$ cat src/rtl/pp_pkg.sv
package pp_pkg;

  typedef enum logic [1:0] {
    DEC_IDLE  = 2'd0,
    DEC_LATE  = 2'd1,
    DEC_EARLY = 2'd2,
    DEC_AMB   = 2'd3
  } pp_dec_t;

  // prev = last bit, mid = crossing sample, cur = reference sample
  function automatic pp_dec_t pd_decide(input logic prev, input logic mid, input logic cur);
    logic x, y;
    x = mid ^ cur;
    y = prev ^ mid;
    case ({x, y})
      2'b01:   return DEC_LATE;
      2'b10:   return DEC_EARLY;
      2'b00:   return DEC_IDLE;
      default: return DEC_AMB;
    endcase
  endfunction

  // 0 = stream before centre, 1 = stream after centre
  function automatic logic sel_update(input pp_dec_t d, input logic cur_sel);
    case (d)
      DEC_LATE:  return 1'b0;
      DEC_EARLY: return 1'b1;
      default:   return cur_sel;
    endcase
  endfunction

  function automatic logic [15:0] sat_inc(input logic [15:0] v, input logic [15:0] max_v);
    return (v >= max_v) ? max_v : v + 16'd1;
  endfunction

endpackage

$ cat src/rtl/pp_detect.sv
module pp_detect
  import pp_pkg::*;
(
  input  logic    clk,
  input  logic    rst,
  input  logic    vld,
  input  logic    smp_mid,
  input  logic    smp_ref,
  output logic    prev_bit,
  output pp_dec_t dec
);

  logic prev_q;

  always_ff @(posedge clk) begin
    if (rst)      prev_q <= 1'b0;
    else if (vld) prev_q <= smp_ref;
  end

  assign prev_bit = prev_q;
  assign dec      = pd_decide(prev_q, smp_mid, smp_ref);

endmodule

$ cat src/rtl/pp_select.sv
module pp_select
  import pp_pkg::*;
(
  input  logic    clk,
  input  logic    rst,
  input  logic    vld,
  input  pp_dec_t dec,
  input  logic    smp_pre,
  input  logic    smp_post,
  output logic    sel_q,
  output logic    dout_q
);

  logic sel_nx;
  logic pick;

  assign sel_nx = sel_update(dec, sel_q);
  assign pick   = sel_nx ? smp_post : smp_pre;

  always_ff @(posedge clk) begin
    if (rst) begin
      sel_q  <= 1'b0;
      dout_q <= 1'b0;
    end else if (vld) begin
      sel_q  <= sel_nx;
      dout_q <= pick;
    end
  end

endmodule

$ cat src/rtl/pp_runlen.sv
module pp_runlen
  import pp_pkg::*;
#(
  parameter int RUN_W = 4
) (
  input  logic             clk,
  input  logic             rst,
  input  logic             vld,
  input  logic             idle,
  output logic [RUN_W-1:0] cnt
);

  localparam logic [15:0] MAX16 = 16'((1 << RUN_W) - 1);

  logic [15:0] wide_nx;

  assign wide_nx = sat_inc(16'(cnt), MAX16);

  always_ff @(posedge clk) begin
    if (rst)       cnt <= '0;
    else if (vld)  cnt <= idle ? wide_nx[RUN_W-1:0] : '0;
  end

endmodule

$ cat src/rtl/phase_pick_sel.sv
module phase_pick_sel
  import pp_pkg::*;
#(
  parameter int RUN_W = 4
) (
  input  logic             clk,
  input  logic             rst,
  input  logic             smp_vld,
  input  logic             smp_ref,
  input  logic             smp_mid,
  input  logic             smp_pre,
  input  logic             smp_post,
  output logic             dout,
  output logic             dout_vld,
  output logic             sel,
  output logic             flag_early,
  output logic             flag_late,
  output logic             flag_idle,
  output logic             flag_amb,
  output logic [RUN_W-1:0] run_len
);

  pp_dec_t dec_w;
  logic    prev_w;
  logic    idle_w;

  pp_detect u_det (
    .clk     (clk),
    .rst     (rst),
    .vld     (smp_vld),
    .smp_mid (smp_mid),
    .smp_ref (smp_ref),
    .prev_bit(prev_w),
    .dec     (dec_w)
  );

  pp_select u_sel (
    .clk     (clk),
    .rst     (rst),
    .vld     (smp_vld),
    .dec     (dec_w),
    .smp_pre (smp_pre),
    .smp_post(smp_post),
    .sel_q   (sel),
    .dout_q  (dout)
  );

  assign idle_w = (dec_w == DEC_IDLE);

  pp_runlen #(.RUN_W(RUN_W)) u_run (
    .clk (clk),
    .rst (rst),
    .vld (smp_vld),
    .idle(idle_w),
    .cnt (run_len)
  );

  always_ff @(posedge clk) begin
    if (rst) begin
      dout_vld   <= 1'b0;
      flag_early <= 1'b0;
      flag_late  <= 1'b0;
      flag_idle  <= 1'b0;
      flag_amb   <= 1'b0;
    end else begin
      dout_vld   <= smp_vld;
      flag_early <= smp_vld && (dec_w == DEC_EARLY);
      flag_late  <= smp_vld && (dec_w == DEC_LATE);
      flag_idle  <= smp_vld && idle_w;
      flag_amb   <= smp_vld && (dec_w == DEC_AMB);
    end
  end

endmodule

$ cat config.mk
export PLATFORM = sky130hd
export DESIGN_NAME = phase_pick_sel
export DESIGN_NICKNAME = d
export VERILOG_FILES = /design/src/rtl/pp_pkg.sv /design/src/rtl/pp_detect.sv /design/src/rtl/pp_select.sv /design/src/rtl/pp_runlen.sv /design/src/rtl/phase_pick_sel.sv
export SDC_FILE = /design/constraint.sdc
export NUM_CORES = 1
export LEC_CHECK = 0
export BUFFER_PORTS_ARGS = -buffer_cell sky130_fd_sc_hd__buf_2
export CAP_MARGIN = 20
export CORE_AREA = 4 4 41 43
export CTS_BUF_LIST = sky130_fd_sc_hd__clkbuf_16
export CTS_CLUSTER_DIAMETER = 40
export DETAILED_ROUTE_END_ITERATION = 16
export DIE_AREA = 0 0 45 47
export GPL_ROUTABILITY_DRIVEN = 0
export PLACE_DENSITY = 0.7
export RECOVER_POWER = 50
export SETUP_SLACK_MARGIN = 0.02
export SKIP_CTS_REPAIR_TIMING = 1
export SLEW_MARGIN = 10
export SYNTH_ARGS = -nofsm -noshare
export SYNTH_HDL_FRONTEND = slang
export SYNTH_SLANG_ARGS = --single-unit
$ cat constraint.sdc
create_clock -name clk -period 1.73 [get_ports clk]
set_clock_uncertainty 0.05 [all_clocks]
set_input_delay 0.173 -clock clk [delete_from_list [all_inputs] [get_ports clk]]
set_output_delay 0.173 -clock clk [all_outputs]
set_load 0.05 [all_outputs]
==> Word-level counts from Yosys, hierarchy flattened <==
Index checks and enable logic that the tools add are counted.
{ "totals": {"elab_cells": 29, "input_bits": 7, "regBits": 12, "out_inout_bits": 11} }
{ "classes": {"n_mux": 5, "order_cmp": 1, "addsub": 1, "reduce_logical": 6, "n_bitwise": 2, "eq_ne": 5} }
{ "ops": {"columns": ["cell", "n"], "rows": [
  ["two-way mux 4 bit", 2],
  ["== test 2 bit, second input constant", 3],
  ["case mux 2 bit (3 select lines)", 1],
  ["adder 4 x 1 -> 4 bit, second input constant", 1],
  ["== test 2 x 1 -> 1 bit, second input constant", 2],
  [">= comparator 4 bit, second input constant", 1],
  ["logical AND 1 bit", 4],
  ["zero test 2 bit", 2],
  ["case mux 1 bit (2 select lines)", 1],
  ["XOR 1 bit", 2],
  ["two-way mux 1 bit", 1]
]} }

==> Logic depth before layout (Yosys ltp) <==
Gate-level depths: netlist of the first run.
{ "logic_depth": {"word_depth": 6, "ltp_mapped": 5, "ltp_nobuf": 5} }

==> Hierarchy <==
Synthesis of the first run repeated with hierarchy kept, for this count alone.
{ "unflattened": {"cells_unflattened": 48, "hier_area_um2": 525.5} }
{ "modules_own_cells": {"columns": ["mod", "seq_area_each_um2", "cells_each", "area_each_um2", "instances"], "rows": [
  ["pp_runlen", 80.1, 21, 195.2, 1],
  ["phase_pick_sel", 100.1, 11, 163.9, 1],
  ["pp_select", 40.0, 11, 115.1, 1],
  ["pp_detect", 20.0, 5, 51.3, 1]
]} }

==> Worst setup path before layout of the first run <==
OpenSTA, ideal clock, no wires.
{ "synth_path": {"kind": "register to register", "startpoint": "reg u_run.cnt[0]", "endpoint": "reg u_run.cnt[1]", "required_ns": 1.563, "n_path_buf": 0, "period_less_slack_ns": 1.484, "setup_time_ns": 0.117, "path_slack_ns": 0.246, "stages_incl_launch_ff": 4, "arrival_ns": 1.318, "cell_sequence": "dfxtp_1 -> ha_1 -> nand2b_1 -> a22o_1"} }
{ "synth_via": {"elab_chain_cells": 3, "elab_cells_between_ends": 4, "classes_between": "add/sub: 1; order compare: 1; mux: 2"} }
{ "synth_lines": {"columns": ["item", "line_no", "rtl"], "rows": [
  ["start, declared", "pp_runlen.sv:10", "output logic [RUN_W-1:0] cnt"],
  ["start signal, assigned", "pp_runlen.sv:21", "else if (vld) cnt <= idle ? wide_nx[RUN_W-1:0] : '0;"],
  ["adder 4 x 1 -> 4 bit or >= comparator 4 bit (tied branches)", "pp_pkg.sv:33", "return (v >= max_v) ? max_v : v + 16'd1;"],
  ["two-way mux 4 bit (*)", "pp_pkg.sv:33", null],
  ["two-way mux 4 bit (*)", "pp_runlen.sv:21", null]
]} }
Every way passes the cells marked *; elsewhere a longest branch is shown, timed or not.
A chain may end at the register's enable or synchronous reset.

==> Worst setup path in the final report of the first run <==
{ "layout_path": {"startpoint": "reg u_det.prev_q (netlist: u_det.prev_bit)", "endpoint": "reg u_run.cnt[3]"} }
{ "layout_via": {"elab_chain_cells": 5, "elab_cells_between_ends": 7, "classes_between": "eq/ne: 2; mux: 2; bitwise: 1; reduce/logical: 2"} }
{ "layout_lines": {"columns": ["item", "line_no", "rtl"], "rows": [
  ["start, declared", "pp_detect.sv:13", "logic prev_q;"],
  ["start signal, assigned", "pp_detect.sv:17", "else if (vld) prev_q <= smp_ref;"],
  ["XOR 1 bit (*)", "pp_pkg.sv:14", "y = prev ^ mid;"],
  ["== test 2 bit (tied with other cells)", "pp_pkg.sv:15", "case ({x, y})"],
  ["case mux 2 bit (3 select lines) (*)", "pp_pkg.sv:15", null],
  ["zero test 2 bit (*)", "phase_pick_sel.sv:48", "assign idle_w = (dec_w == DEC_IDLE);"],
  ["two-way mux 4 bit (*)", "pp_runlen.sv:21", null]
]} }
Marks and branches as above.

==> results.cfg, run 1 <==
[timing]
worst_slew_pin_slew_ns = 0.596
hold_viol_final = 0
fin_crit_sh_pct = 82.3
max_freq_mhz = 703
finalSetupViolCount = 0
finalSetupTns_ns = 0
slew_violations = 0
rsz0062_at_grt = no
fin_ws_ns = 0.307
slew_headroom_pct = 60.4
fin_crit_ns = 1.42

[synthesis]
synthXorXnorAreaFrac_pct = 1.60
synth_top_family_by_area = simple AND/OR/NAND/NOR gates
syn_nets = 63
syn_area_per_cell_sq_um = 9.96
yosys_warnings = 0
ys_seq_area_share_pct = 43.8
yosys.area_share.simple_pct = 24.0
ys.flop_type = dfxtp_1
syn_area_sq_um = 548
ys_async_sr_fraction_pct = 0
synth-seq-cells = 12
synth_compound_area_share_pct = 18.0
synthAdderAreaFrac_pct = 2.28
synth_edf_count = 0
synthCells = 55
synthMuxAreaShare_pct = 5.48
ys_types = 27

[finish]
drive_above_1_share_pct = 25.0
fin_cells = 87
nFillCells = 123
diodes = 0
areaGrowthSynthToFinish_pct = 26.7
nets = 82

[min_path]
holdPathStages = 2
hold_class = in -> reg
min_to = u_det.prev_bit
min_from = rst

[routing]
wl_per_cell_um = 11.0
drc = 0
drt_iter0_markers = 7
viasPerCell = 5.17
dr_total_vias = 450
drt-total-wl_um = 955
firstDrtPassIters = 4
ant_nets = 0

[die]
start_util_pct = 42.1
die_width_um = 45
dieArea_sq_um = 2120
io_pins = 18
die_h_um = 47
row_count = 13
coreArea_sq_um = 1300

[global_route]
grt_max_degree = 11
grt_antenna_before_repair = 0
track_usage_pct = 10.5
gr-total-overflow = 0
grt_pass1_vias = 356
grt_pass1_wl_um = 1500

[critical_path]
crit_chain = or3_4, a21oi_4, a41oi_2, nor2_2
crit_arrival_ns = 1.55
r2r-start = u_det.prev_bit
critPathTopFamily = simple AND/OR/NAND/NOR gates
r2r_slack_ns = 0.31
critPathSlowestCell = or3_4
r2r_end = u_run.cnt[3]
critPathRequiredTime_ns = 1.86
start_kind = register
crit_type = reg -> reg
cp_max_fo = 10
cpPeakStageDelay_ns = 0.43
cp-end-kind = register
ff2ff_path_depth = 4
crit_buf_inv = 0

[placed_design]
pre_cts_ws_ns = 0.320
numPortBuffers = 17
dp_hpwl_um = 687
post-place-cells = 84

[clock_network]
cts_made_buffers = 3
cts_tree = built
cts.path.max_buffers = 2
clk_pin_slew_ns = 0.04
htreeDepth = 1
cts_root_buf = clkbuf_16
clkSinkCount = 12
clkLatencyLatePin_ns = 0.23

[flow_run]
maxCapViolCount = 0

[pwr]
ir_worst_vdd_mv = 0.610
p_leak_nw = 0.292
p_per_area_nw_per_um2 = 1140

[run_status]
run_status = complete, no violations
[layer usage]
metal / track usage (%) / share of wire [%]
met2: 13.0 / 42
met5: 0 / 0
met4: 8.77 / 2.4
met1: 12.7 / 46
met3: 6.13 / 9.7
[power by group]
part | total, mW | internal [mW] | switching, mW
clock network | 0.408 | 0.300 | 0.108
registers | 0.296 | 0.288 | 0.00794
logic | 0.0867 | 0.0281 | 0.0586
[worst reg2reg max path: stages, from the launching register on]
cell and delay (ns):
dfxtp_1 0.38, or3_4 0.43, a21oi_4 0.24, a41oi_2 0.16, nor2_2 0.10
[how the worst max path moves through the flow]
stage                    to  depth (start not counted)           start  slack, ns
6_report       u_run.cnt[3]                          4  u_det.prev_bit       0.31
5_1_grt        u_run.cnt[3]                          4  u_det.prev_bit       0.23
4_1_cts        u_run.cnt[3]                          4  u_det.prev_bit       0.31
3_5_place_dp   u_run.cnt[3]                          4  u_det.prev_bit       0.32
3_3_place_gp   u_run.cnt[3]                          4  u_det.prev_bit       0.35
2_1_floorplan  u_run.cnt[1]                          3    u_run.cnt[0]       0.25
[cell usage in the layout, fill, tap and decap left out, drive strengths merged, types with 2 or more instances in the layout]
| cell type | n |
|---|---|
| nand2 | 2 |
| a21oi | 6 |
| nand3b | 3 |
| nand2b | 2 |
| buf | 9 |
| dfxtp | 12 |
| nand3 | 2 |
| nor2 | 7 |
| clkbuf | 11 |
| mux2i | 3 |
| a22o | 2 |
[state kept, by name, indices dropped and copies added, names as in the netlist]
name            cells
dout_vld            1
flag_amb            1
flag_early          1
flag_idle           1
flag_late           1
u_det.prev_bit      1
u_run.cnt           4
u_sel.dout_q        1
u_sel.sel_q         1
[synth_stat cells, drive strengths merged, types with 2 or more instances]
cell type / count / share of area (%)
dfxtp: 12 / 44
a21oi: 6 / 7.5
nand2: 2 / 1.4
buf: 2 / 3.4
a22o: 2 / 3.2
nand3b: 3 / 4.1
mux2i: 3 / 5.5
nand2b: 2 / 2.3
nor2: 7 / 5.3
nand3: 2 / 1.8
[layout make-up]
| type | instances | area (sq um) | share of cell area (%) |
|---|---|---|---|
| well taps | 15 | 18.8 | 2.70 |
| multi-input cells | 39 | 282 | 40.5 |
| clock buffers | 3 | 75.1 | 10.8 |
| repair buffers | 17 | 75.1 | 10.8 |
| flip-flops and latches | 12 | 240 | 34.6 |
| inverters | 1 | 3.75 | 0.541 |
[stage by stage]
step	hold slack, ns	total power [mW]	area, sq um	utilization, %
2_1_floorplan	0.195	0.372	548	-
4_1_cts	0.100	0.799	704	54.1
5_1_grt	0.171	0.820	694	53.4
3_3_place_gp	0.350	0.388	629	48.4
3_5_place_dp	0.347	0.389	629	48.4
6_report	0.148	0.790	694	53.4
[cell families (layout without fill, tap and decap cells)]
| kind of cell | count (synthesis) | count (layout) |
|---|---|---|
| AND/OR/NAND/NOR | 22 | 22 |
| AO/OA/AOI/OAI | 12 | 12 |
| flip-flops | 12 | 12 |
| buffers and inverters | 4 | 21 |
| multiplexers | 3 | 3 |
| adder cells (fa/ha/maj) | 1 | 1 |
| XOR/XNOR | 1 | 1 |
No activity file was read; power rests on OpenSTA's default activity.
==> run 2: changes to the inputs <==
- CORE_AREA: 4 4 41 43 -> unset
- CORE_MARGIN: unset -> 4
- CORE_UTILIZATION: unset -> 42
- DIE_AREA: 0 0 45 47 -> unset
- PLACE_DENSITY: 0.7 -> 0.74
- clock period: 1.73 -> 1.2 ns (I/O delays scaled with it)
==> run 2 against run 1 <==
Compared with the run above: the run now ends with negative setup slack left; die area is 8.0% lower; design area is 11% higher; total power is 47% higher; sequential power is 43% higher; clock power is 46% higher; maximum frequency is 8.1% higher; register-to-register slack worse by 0.42 ns; cell count is 8.0% higher; critical endpoint is now u_run.cnt[2]; highest routed layer unchanged.
==> results.cfg, run 2 (synthesis results as in run 1) <==
[global_route]
grt_max_degree = 8
grt_pass1_vias = 426
track_usage_pct = 12.3
grt_antenna_before_repair = 0
grt_pass1_wl_um = 1740
gr-total-overflow = 0

[critical_path]
cp_max_fo = 7
start_kind = register
cp-end-kind = register
critPathRequiredTime_ns = 1.32
crit_type = reg -> reg
crit_arrival_ns = 1.44

[timing]
fin_ws_ns = -0.116
fin_crit_sh_pct = 110
slew_violations = 0
worst_slew_pin_slew_ns = 0.280
max_freq_mhz = 760
rsz0062_at_grt = yes
worst_hold_slack_ns = 0.0487
fin_crit_ns = 1.32
finalSetupViolCount = 5
slew_headroom_pct = 81.3
hold_viol_final = 0

[finish]
nets = 89
diodes = 0
drive_above_1_share_pct = 46.3
largest_register_ffs = 4
final_common_cell = buf_2
areaGrowthSynthToFinish_pct = 40.6
regMostFlops = u_run.cnt
layout_common_cells = 13 x buf_2, 8 x dfxtp_1, 6 x nor2_1, 6 x buf_4, 5 x a21oi_1
fin_cells = 94
design_area_sq_um = 771

[die]
row_count = 12
io_pins = 18
coreArea_sq_um = 1170
dieArea_sq_um = 1950
die_width_um = 44.1
start_util_pct = 46.8
die_h_um = 44.1

[placed_design]
post-place-cells = 89
dpl_cell_area_sq_um = 679
numPortBuffers = 17
dp_hpwl_um = 761

[clock_network]
clkLatencyLatePin_ns = 0.24
clkSinkCount = 12
cts_made_buffers = 3
clk_pin_slew_ns = 0.04
cts_root_buf = clkbuf_16
cts.path.max_buffers = 2
cts_tree = built
htreeDepth = 1

[run_status]
violations = negative setup slack
run_status = finished, violations left

[min_path]
hold_class = in -> reg

[routing]
drc = 0
wl_per_cell_um = 11.3
drt_iter0_markers = 5
ant_nets = 0
dr_total_vias = 481
viasPerCell = 5.12
firstDrtPassIters = 5
drt-total-wl_um = 1060

[flow_run]
maxCapViolCount = 0

[pwr]
ir_worst_vdd_mv = 0.914
p_leak_nw = 0.360
p_per_area_nw_per_um2 = 1510
p_total_mw = 1.16
-- run 2: layout make-up --
cell class | count | area, sq um
clock buffer | 3 | 75.1
clock inverter | 1 | 3.75
fill | 91 | 400
inverter | 1 | 3.75
multi-input combinational | 39 | 282
sequential | 12 | 248
tap | 14 | 17.5
timing repair buffer | 24 | 141
-- run 2: worst paths after layout --
kind | startpoint | endpoint | slack [ns] | depth (start not counted)
min reg2reg | u_sel.dout_q | u_sel.dout_q | 0.44 | 2
min | rst | u_det.prev_bit | 0.05 | 2
max reg2reg | u_det.prev_bit | u_run.cnt[2] | -0.12 | 5
max | u_det.prev_bit | u_run.cnt[2] | -0.12 | 5
-- run 2: per-stage QoR --
| stage | util, % | setup TNS, ns | setup WS [ns] |
|---|---|---|---|
| 6_report | 65.8 | -0.353 | -0.116 |
| 5_1_grt | 65.8 | -0.767 | -0.195 |
| 3_5_place_dp | 58.0 | -0.304 | -0.114 |
| 2_1_floorplan | - | -0.284 | -0.102 |
| 4_1_cts | 64.7 | -0.472 | -0.150 |
| 3_3_place_gp | 58.0 | -0.192 | -0.0793 |
-- run 2: power breakdown --
part           internal [mW]  switching (mW)
logic                 0.0565          0.0909
clock network          0.437           0.158
registers              0.414         0.00837
total                  0.908           0.257
-- run 2: worst max-delay path, cell delays in order (launching register included) --
cell	delay (ns)
dfxtp_2	0.34
or3_4	0.34
a21oi_4	0.24
buf_6	0.13
a21oi_1	0.05
nor2_1	0.10
-- run 2: metal layers --
| metal | up-vias | global-route usage [%] | wire, um |
|---|---|---|---|
| li1 | 246 | - | - |
| met5 | - | 0 | 0 |
| met3 | 2 | 4.47 | 109 |
| met1 | 209 | 15.4 | 485 |
| met4 | 0 | 7.23 | 8 |
| met2 | 24 | 17.7 | 454 |
